--- config.mk ---
export PLATFORM = sky130hd
export DESIGN_NAME = upcount_timer
export DESIGN_NICKNAME = d
export VERILOG_FILES = /design/src/rtl/tmr_pkg.sv /design/src/rtl/tmr_ctrl_regs.sv /design/src/rtl/tmr_prescaler.sv /design/src/rtl/tmr_counter.sv /design/src/rtl/tmr_smpdiv.sv /design/src/rtl/upcount_timer.sv
export SDC_FILE = /design/constraint.sdc
export NUM_CORES = 1
export LEC_CHECK = 0
export ABC_AREA = 1
export BUFFER_PORTS_ARGS = -buffer_cell sky130_fd_sc_hd__buf_2
export CORE_MARGIN = 3
export CORE_UTILIZATION = 45
export CTS_CLUSTER_DIAMETER = 200
export DETAILED_ROUTE_END_ITERATION = 16
export SETUP_SLACK_MARGIN = 0.3
export SYNTH_ARGS = -nofsm -noshare
export SYNTH_HDL_FRONTEND = slang
export SYNTH_HIERARCHICAL = 1
export SYNTH_SLANG_ARGS = --single-unit
--- constraint.sdc ---
create_clock -name clk -period 3.1 [get_ports clk]
set_input_delay 0.155 -clock clk [delete_from_list [all_inputs] [get_ports clk]]
set_output_delay 0.155 -clock clk [all_outputs]
set_load 0.01 [all_outputs]
--- src/rtl/tmr_pkg.sv ---
package tmr_pkg;

    localparam int REG_AW = 3;
    localparam int BUS_W  = 32;

    typedef enum logic [REG_AW-1:0] {
        A_CTRL   = 3'd0,
        A_PSC    = 3'd1,
        A_RELOAD = 3'd2,
        A_COUNT  = 3'd3,
        A_STAT   = 3'd4,
        A_EVGEN  = 3'd5
    } reg_addr_e;

    // packed MSB first: mirror is bit 7, run is bit 0
    typedef struct packed {
        logic       mirror;
        logic [1:0] smpdiv;
        logic       rl_buf;
        logic       single;
        logic       ovf_only;
        logic       upd_sup;
        logic       run;
    } ctrl_t;

    localparam int CTRL_W = $bits(ctrl_t);

    typedef struct packed {
        logic ug;
        logic ovf;
        logic uev;
    } evt_t;

    // low divider bits that must all be set for an enable pulse
    function automatic logic [1:0] smp_mask(input logic [1:0] code);
        case (code)
            2'd1:    return 2'b01;
            2'd2:    return 2'b11;
            default: return 2'b00;
        endcase
    endfunction

    function automatic logic update_fires(input ctrl_t c, input logic ovf, input logic ug);
        return !c.upd_sup && (ovf || (ug && !c.ovf_only));
    endfunction

endpackage

--- src/rtl/tmr_ctrl_regs.sv ---
module tmr_ctrl_regs
    import tmr_pkg::*;
#(
    parameter int CNT_W = 16,
    parameter int PSC_W = 16
) (
    input  logic                clk,
    input  logic                rst,
    input  logic                wr_en,
    input  logic [REG_AW-1:0]   wr_addr,
    input  logic [BUS_W-1:0]    wr_data,
    input  logic                uev,
    output ctrl_t               ctrl,
    output logic [PSC_W-1:0]    psc_pre,
    output logic [PSC_W-1:0]    psc_act,
    output logic [CNT_W-1:0]    arr_pre,
    output logic [CNT_W-1:0]    arr_act,
    output logic                flag
);

    logic wr_ctrl, wr_psc, wr_arr, wr_stat;

    always_comb begin
        wr_ctrl = wr_en && (wr_addr == A_CTRL);
        wr_psc  = wr_en && (wr_addr == A_PSC);
        wr_arr  = wr_en && (wr_addr == A_RELOAD);
        wr_stat = wr_en && (wr_addr == A_STAT);
    end

    // control word; single-shot stop is cleared by hardware
    always_ff @(posedge clk) begin
        if (rst) begin
            ctrl <= '0;
        end else if (wr_ctrl) begin
            ctrl <= ctrl_t'(wr_data[CTRL_W-1:0]);
        end else if (uev && ctrl.single) begin
            ctrl.run <= 1'b0;
        end
    end

    // prescaler: always buffered
    always_ff @(posedge clk) begin
        if (rst) begin
            psc_pre <= '0;
            psc_act <= '0;
        end else begin
            if (wr_psc) psc_pre <= wr_data[PSC_W-1:0];
            if (uev)    psc_act <= psc_pre;
        end
    end

    // reload: buffered or direct as control selects
    always_ff @(posedge clk) begin
        if (rst) begin
            arr_pre <= '0;
            arr_act <= '0;
        end else begin
            if (uev && ctrl.rl_buf) arr_act <= arr_pre;
            if (wr_arr) begin
                arr_pre <= wr_data[CNT_W-1:0];
                if (!ctrl.rl_buf) arr_act <= wr_data[CNT_W-1:0];
            end
        end
    end

    // update flag: set wins over a clearing write
    always_ff @(posedge clk) begin
        if (rst) begin
            flag <= 1'b0;
        end else if (uev) begin
            flag <= 1'b1;
        end else if (wr_stat && !wr_data[0]) begin
            flag <= 1'b0;
        end
    end

endmodule

--- src/rtl/tmr_prescaler.sv ---
module tmr_prescaler #(
    parameter int PSC_W = 16
) (
    input  logic             clk,
    input  logic             rst,
    input  logic             run,
    input  logic [PSC_W-1:0] psc_act,
    input  logic             clr,
    output logic             tick
);

    logic [PSC_W-1:0] pcnt;

    assign tick = run && (pcnt >= psc_act);

    always_ff @(posedge clk) begin
        if (rst) begin
            pcnt <= '0;
        end else if (clr) begin
            pcnt <= '0;
        end else if (run) begin
            pcnt <= tick ? '0 : pcnt + 1'b1;
        end
    end

endmodule

--- src/rtl/tmr_counter.sv ---
module tmr_counter #(
    parameter int CNT_W = 16
) (
    input  logic             clk,
    input  logic             rst,
    input  logic             tick,
    input  logic [CNT_W-1:0] arr_act,
    input  logic             reinit,
    input  logic             load,
    input  logic [CNT_W-1:0] load_val,
    output logic [CNT_W-1:0] cnt,
    output logic             ovf
);

    // at or above the limit counts as the end, so a value loaded past it wraps at once
    assign ovf = tick && (cnt >= arr_act);

    always_ff @(posedge clk) begin
        if (rst) begin
            cnt <= '0;
        end else if (reinit) begin
            cnt <= '0;
        end else if (load) begin
            cnt <= load_val;
        end else if (ovf) begin
            cnt <= '0;
        end else if (tick) begin
            cnt <= cnt + 1'b1;
        end
    end

endmodule

--- src/rtl/tmr_smpdiv.sv ---
module tmr_smpdiv
    import tmr_pkg::*;
#(
    parameter int DIV_W = 2
) (
    input  logic       clk,
    input  logic       rst,
    input  logic [1:0] code,
    output logic       en
);

    logic [DIV_W-1:0] dcnt;
    logic [1:0]       mask;

    always_comb begin
        mask = smp_mask(code);
        en   = ((dcnt[1:0] & mask) == mask);
    end

    always_ff @(posedge clk) begin
        if (rst) dcnt <= '0;
        else     dcnt <= dcnt + 1'b1;
    end

endmodule

--- src/rtl/upcount_timer.sv ---
module upcount_timer
    import tmr_pkg::*;
#(
    parameter int CNT_W = 16,
    parameter int PSC_W = 16
) (
    input  logic              clk,
    input  logic              rst,
    input  logic              wr_en,
    input  logic [2:0]        wr_addr,
    input  logic [31:0]       wr_data,
    input  logic [2:0]        rd_addr,
    output logic [31:0]       rd_data,
    output logic              upd_flag,
    output logic              smp_en
);

    localparam int LOW_W = BUS_W - 1;

    ctrl_t            ctrl_q;
    logic [PSC_W-1:0] psc_pre, psc_act;
    logic [CNT_W-1:0] arr_pre, arr_act, cnt_q;
    logic             flag_q, tick, cnt_wr, ctrl_wr;
    evt_t             ev;

    always_comb begin
        ctrl_wr = wr_en && (wr_addr == A_CTRL);
        cnt_wr  = wr_en && (wr_addr == A_COUNT);
        ev.ug   = wr_en && (wr_addr == A_EVGEN) && wr_data[0];
        ev.uev  = update_fires(ctrl_q, ev.ovf, ev.ug);
    end

    tmr_ctrl_regs #(.CNT_W(CNT_W), .PSC_W(PSC_W)) u_regs (
        .clk     (clk),
        .rst     (rst),
        .wr_en   (wr_en),
        .wr_addr (wr_addr),
        .wr_data (wr_data),
        .uev     (ev.uev),
        .ctrl    (ctrl_q),
        .psc_pre (psc_pre),
        .psc_act (psc_act),
        .arr_pre (arr_pre),
        .arr_act (arr_act),
        .flag    (flag_q)
    );

    tmr_prescaler #(.PSC_W(PSC_W)) u_psc (
        .clk     (clk),
        .rst     (rst),
        .run     (ctrl_q.run),
        .psc_act (psc_act),
        .clr     (ev.ug || ev.uev),
        .tick    (tick)
    );

    tmr_counter #(.CNT_W(CNT_W)) u_cnt (
        .clk      (clk),
        .rst      (rst),
        .tick     (tick),
        .arr_act  (arr_act),
        .reinit   (ev.ug),
        .load     (cnt_wr),
        .load_val (wr_data[CNT_W-1:0]),
        .cnt      (cnt_q),
        .ovf      (ev.ovf)
    );

    tmr_smpdiv #(.DIV_W(2)) u_div (
        .clk  (clk),
        .rst  (rst),
        .code (ctrl_q.smpdiv),
        .en   (smp_en)
    );

    always_comb begin
        rd_data = '0;
        case (rd_addr)
            A_CTRL:   rd_data = BUS_W'(ctrl_q);
            A_PSC:    rd_data = BUS_W'(psc_pre);
            A_RELOAD: rd_data = BUS_W'(arr_pre);
            A_COUNT:  rd_data = {ctrl_q.mirror & flag_q, LOW_W'(cnt_q)};
            A_STAT:   rd_data = BUS_W'(flag_q);
            default:  rd_data = '0;
        endcase
    end

    assign upd_flag = flag_q;

endmodule

==> impl_results.md <==
* Status: complete, no violations
* Worst Setup Slack, final at 0.5639 ns
* Register Area at 2145 um2
* CP most frequent cell: nand2_1
* Largest area contributor in the netlist: dfxtp_1
* Fin Setup TNS at 0 ns
* Hold Path Class: primary input to flop
* Most frequent cells in the layout: nand2_1 (208), nor2_1 (197), dfxtp_1 (105)
* Die ar. at 15720 um2
* Main synth FF type: dfxtp_1
* DIE HEIGHT at 125.4 um
* Drt via density at about 5
* Via count at 5880
* Layout cells sized above 1 at about an eighth
* CP Launch Point: u_psc/pcnt[11]
* Fill count at 1449
* Final wirelength at between 15000 and 20000 um
* GRT overflow at 0
* WHS at 0.09091 ns
* Post-Synthesis Cells at 952
* Detailed Routing Iterations Pass 1 at 5
* Sw power at between 0.8 and 0.9 mW
* Post-DR wirelength/cell at about 14 um
* Clock-pin slew on the worst setup and hold paths at 0.07 ns
* Crit path capture type: flop
* Vias in the first global route at ~5200
* Slew HR at 52.45%
* EDFF count, synth at 0
* Hold_sp: rst
* Slowest cell on the critical path: dfxtp_1
* MaxCap Viol Count at 0
* Reg2reg start: u_psc/pcnt[11]
* Synth top area share at 33.40%
* Synth Register Bits at approximately 110
* Max IR drop VDD at between 0.0002 and 0.0003 V
* WP data arrival at around 2.8 ns
* Clk network pwr share at 39.8%
* Root Buffer Master: clkbuf_16
* H-tree depth at 3
* Async SR Flop Fraction at 0%
* Multi-input logic area at 3570 um2
* Sequential share of power at 47.6%
* TritonCTS clock tree: yes
* GRT Overall Usage at 20.69%
* Die Width at 125.4 um
* Net Sw Frac at 27.12%
* NumNets Final at 1070
* Cell Int Power at 2.222 mW
* Most common cell after layout, fill and taps aside: nand2_1
* RSZ-0062 raised after global routing: no
* Distinct cells, synth at 40
* First DRT Iteration DRCs at 424
* Cell family with most CP delay: simple AND/OR/NAND/NOR gates
* CP Cell Sequence: ha_1 > a21oi_1 > o21ai_0 > a21oi_1 > nand2_1 > nand2_1 > inv_2 > nand2_4 > inv_1 > inv_1 > nand2_1 > nand2_1 > inv_2 > buf_4 > clkbuf_16 > nand3_1 > nand2_1 > inv_1 > nand2_1 > nand2_1 > nor2_1
* Syn_area_per_cell at 6.736 um2
* Clk_skew at 0.007860 ns
* Final setup fails at 0
* Post-Syn Area at 6412 um2
* PD cells at 429.3 nW/um2
* Row cnt at 42
* Critical path required time at 3.35 ns
* DRC violations left at 0
* Buf/Inv on CP at 7
* Max incr delay on CP at 0.46 ns
* Hpwl dp at 11920 um
* Final min period at 2.536 ns
* Post-route total power at 3.049 mW
* Post-DRT Antenna Nets at 0
* Number of I/O port buffers at 43
* Global-route wire length before repair at between 20000 and 30000 um
* Startpoint class of the critical path: flop
* Sequential fraction of the synthesis area at between 30% and 40%
* Fin crit share at around 80%
* Largest cells by area after synthesis: dfxtp_1 (33%), nand2_1 (12%), nor2_1 (12%)
* GP Congestion at 0.9158
* Pins over their slew limit at 0
* Pre-CTS setup slack at 0.3958 ns
* Core footprint at 13610 um2
* Critical path type: flop to flop
* Hold Vio Cnt, Final at 0
* Initial Utilization at 47.11%
* Leakage Power at 3.227 nW
* Largest net degree at the start of global routing at 55
* Clock latency on the worst-skew pair at 0.35 ns
* Diode count at 0
* Area Growth Syn to Fin at 10.77%
* Clock sink count at 107
* Antenna violations before repair at 0
* Actual slew at the worst max-slew pin at 0.7109 ns
* Syn. warnings at 6
* Clock Path Buffers at 2
* Combinational power share at 12.6%
* I/O Pins at 75
* CTS buffer count at 9
* Peak fanout along the critical path at 13
* Peak Freq at 394.3 MHz
[timing repair]
action / in CTS / in global routing
resized for setup: 0 / 8
hold buffers: 0 / 0
setup buffers: 0 / 5
setup endpoints to repair: 0 / 48
[sequential cells by signal, indices dropped and copies added (netlist names)]
| register | flops |
|---|---|
| u_regs/ctrl | 8 |
| u_psc/pcnt | 16 |
| u_regs/psc_act | 16 |
| u_div/dcnt | 2 |
| u_cnt/cnt | 16 |
| u_regs/psc_pre | 16 |
| u_regs/flag | 1 |
| u_regs/arr_pre | 16 |
| u_regs/arr_act | 16 |
[worst register-to-register path: cells and delay by family, from the launching register on]
kind | cells | cell delay, ns
AOI/OAI and AO/OA | 3 | 0.39
buffers and inverters | 7 | 0.59
adders and majority gates | 1 | 0.31
DFF | 1 | 0.46
and+or+nand+nor | 10 | 0.68
[path summary, 6_finish.rpt]
path	slack, ns	to	cells after the start
worst max-delay path	0.56	u_regs/arr_act[12]	21
worst max register to register	0.56	u_regs/arr_act[12]	21
worst min register to register	0.46	u_div/dcnt[0]	1
worst min-delay path	0.09	u_div/dcnt[0]	2
[stage by stage]
stage               area (um2)  std cells  util (%)
floorplan                 6465        966         -
global placement          6669       1152     49.00
detailed placement        6669       1152     49.00
CTS                       6982       1168     51.30
global route              7103       1175     52.19
finish                    7103       1175     52.19
[area by class of cell]
class | instances | share of cell area [%]
Sequential cell | 107 | 30.19
Tap cell | 176 | 3.100
Inverter | 108 | 5.848
Timing Repair Buffer | 65 | 6.200
Multi-Input combinational cell | 703 | 50.26
Clock buffer | 11 | 3.558
Clock inverter | 5 | 0.8455
[power by group through the flow]
stage	Clock [mW]	Combinational (mW)	Sequential, mW
2_1_floorplan	0	0.273	1.48
3_3_place_gp	0	0.362	1.48
3_5_place_dp	0	0.364	1.48
4_1_cts	1.24	0.367	1.45
5_1_grt	1.30	0.433	1.46
6_report	1.21	0.384	1.45
[cell families after synthesis]
group / count (synthesis) / share of synthesized area (%)
buffers and inverters: 156 / 12.12
flip-flops: 107 / 33.40
AND/OR/NAND/NOR: 512 / 34.95
other: 1 / 0.05848
AO/OA/AOI/OAI: 128 / 10.85
multiplexers: 1 / 0.1561
adder cells (fa/ha/maj): 35 / 6.829
XOR/XNOR: 12 / 1.639
[Yosys cell counts (8+ instances only)]
master,instances
nand2_1,210
nor2_1,197
dfxtp_1,107
inv_1,98
o21ai_0,45
nand3_1,43
a21oi_1,38
ha_1,35
o21ai_1,22
buf_4,21
nand4_1,21
a22oi_1,16
buf_2,9
buf_6,8
nor2_2,8
nor3_1,8
[routing by layer]
layer,global-route usage (%),vias up,share of wire [%]
met1,29.19,2640,49
met3,4.350,12,5.1
li1,-,3088,-
met4,4.528,0,0.97
met2,32.71,140,45
met5,0,-,0
No activity file was read; power rests on OpenSTA's default activity.
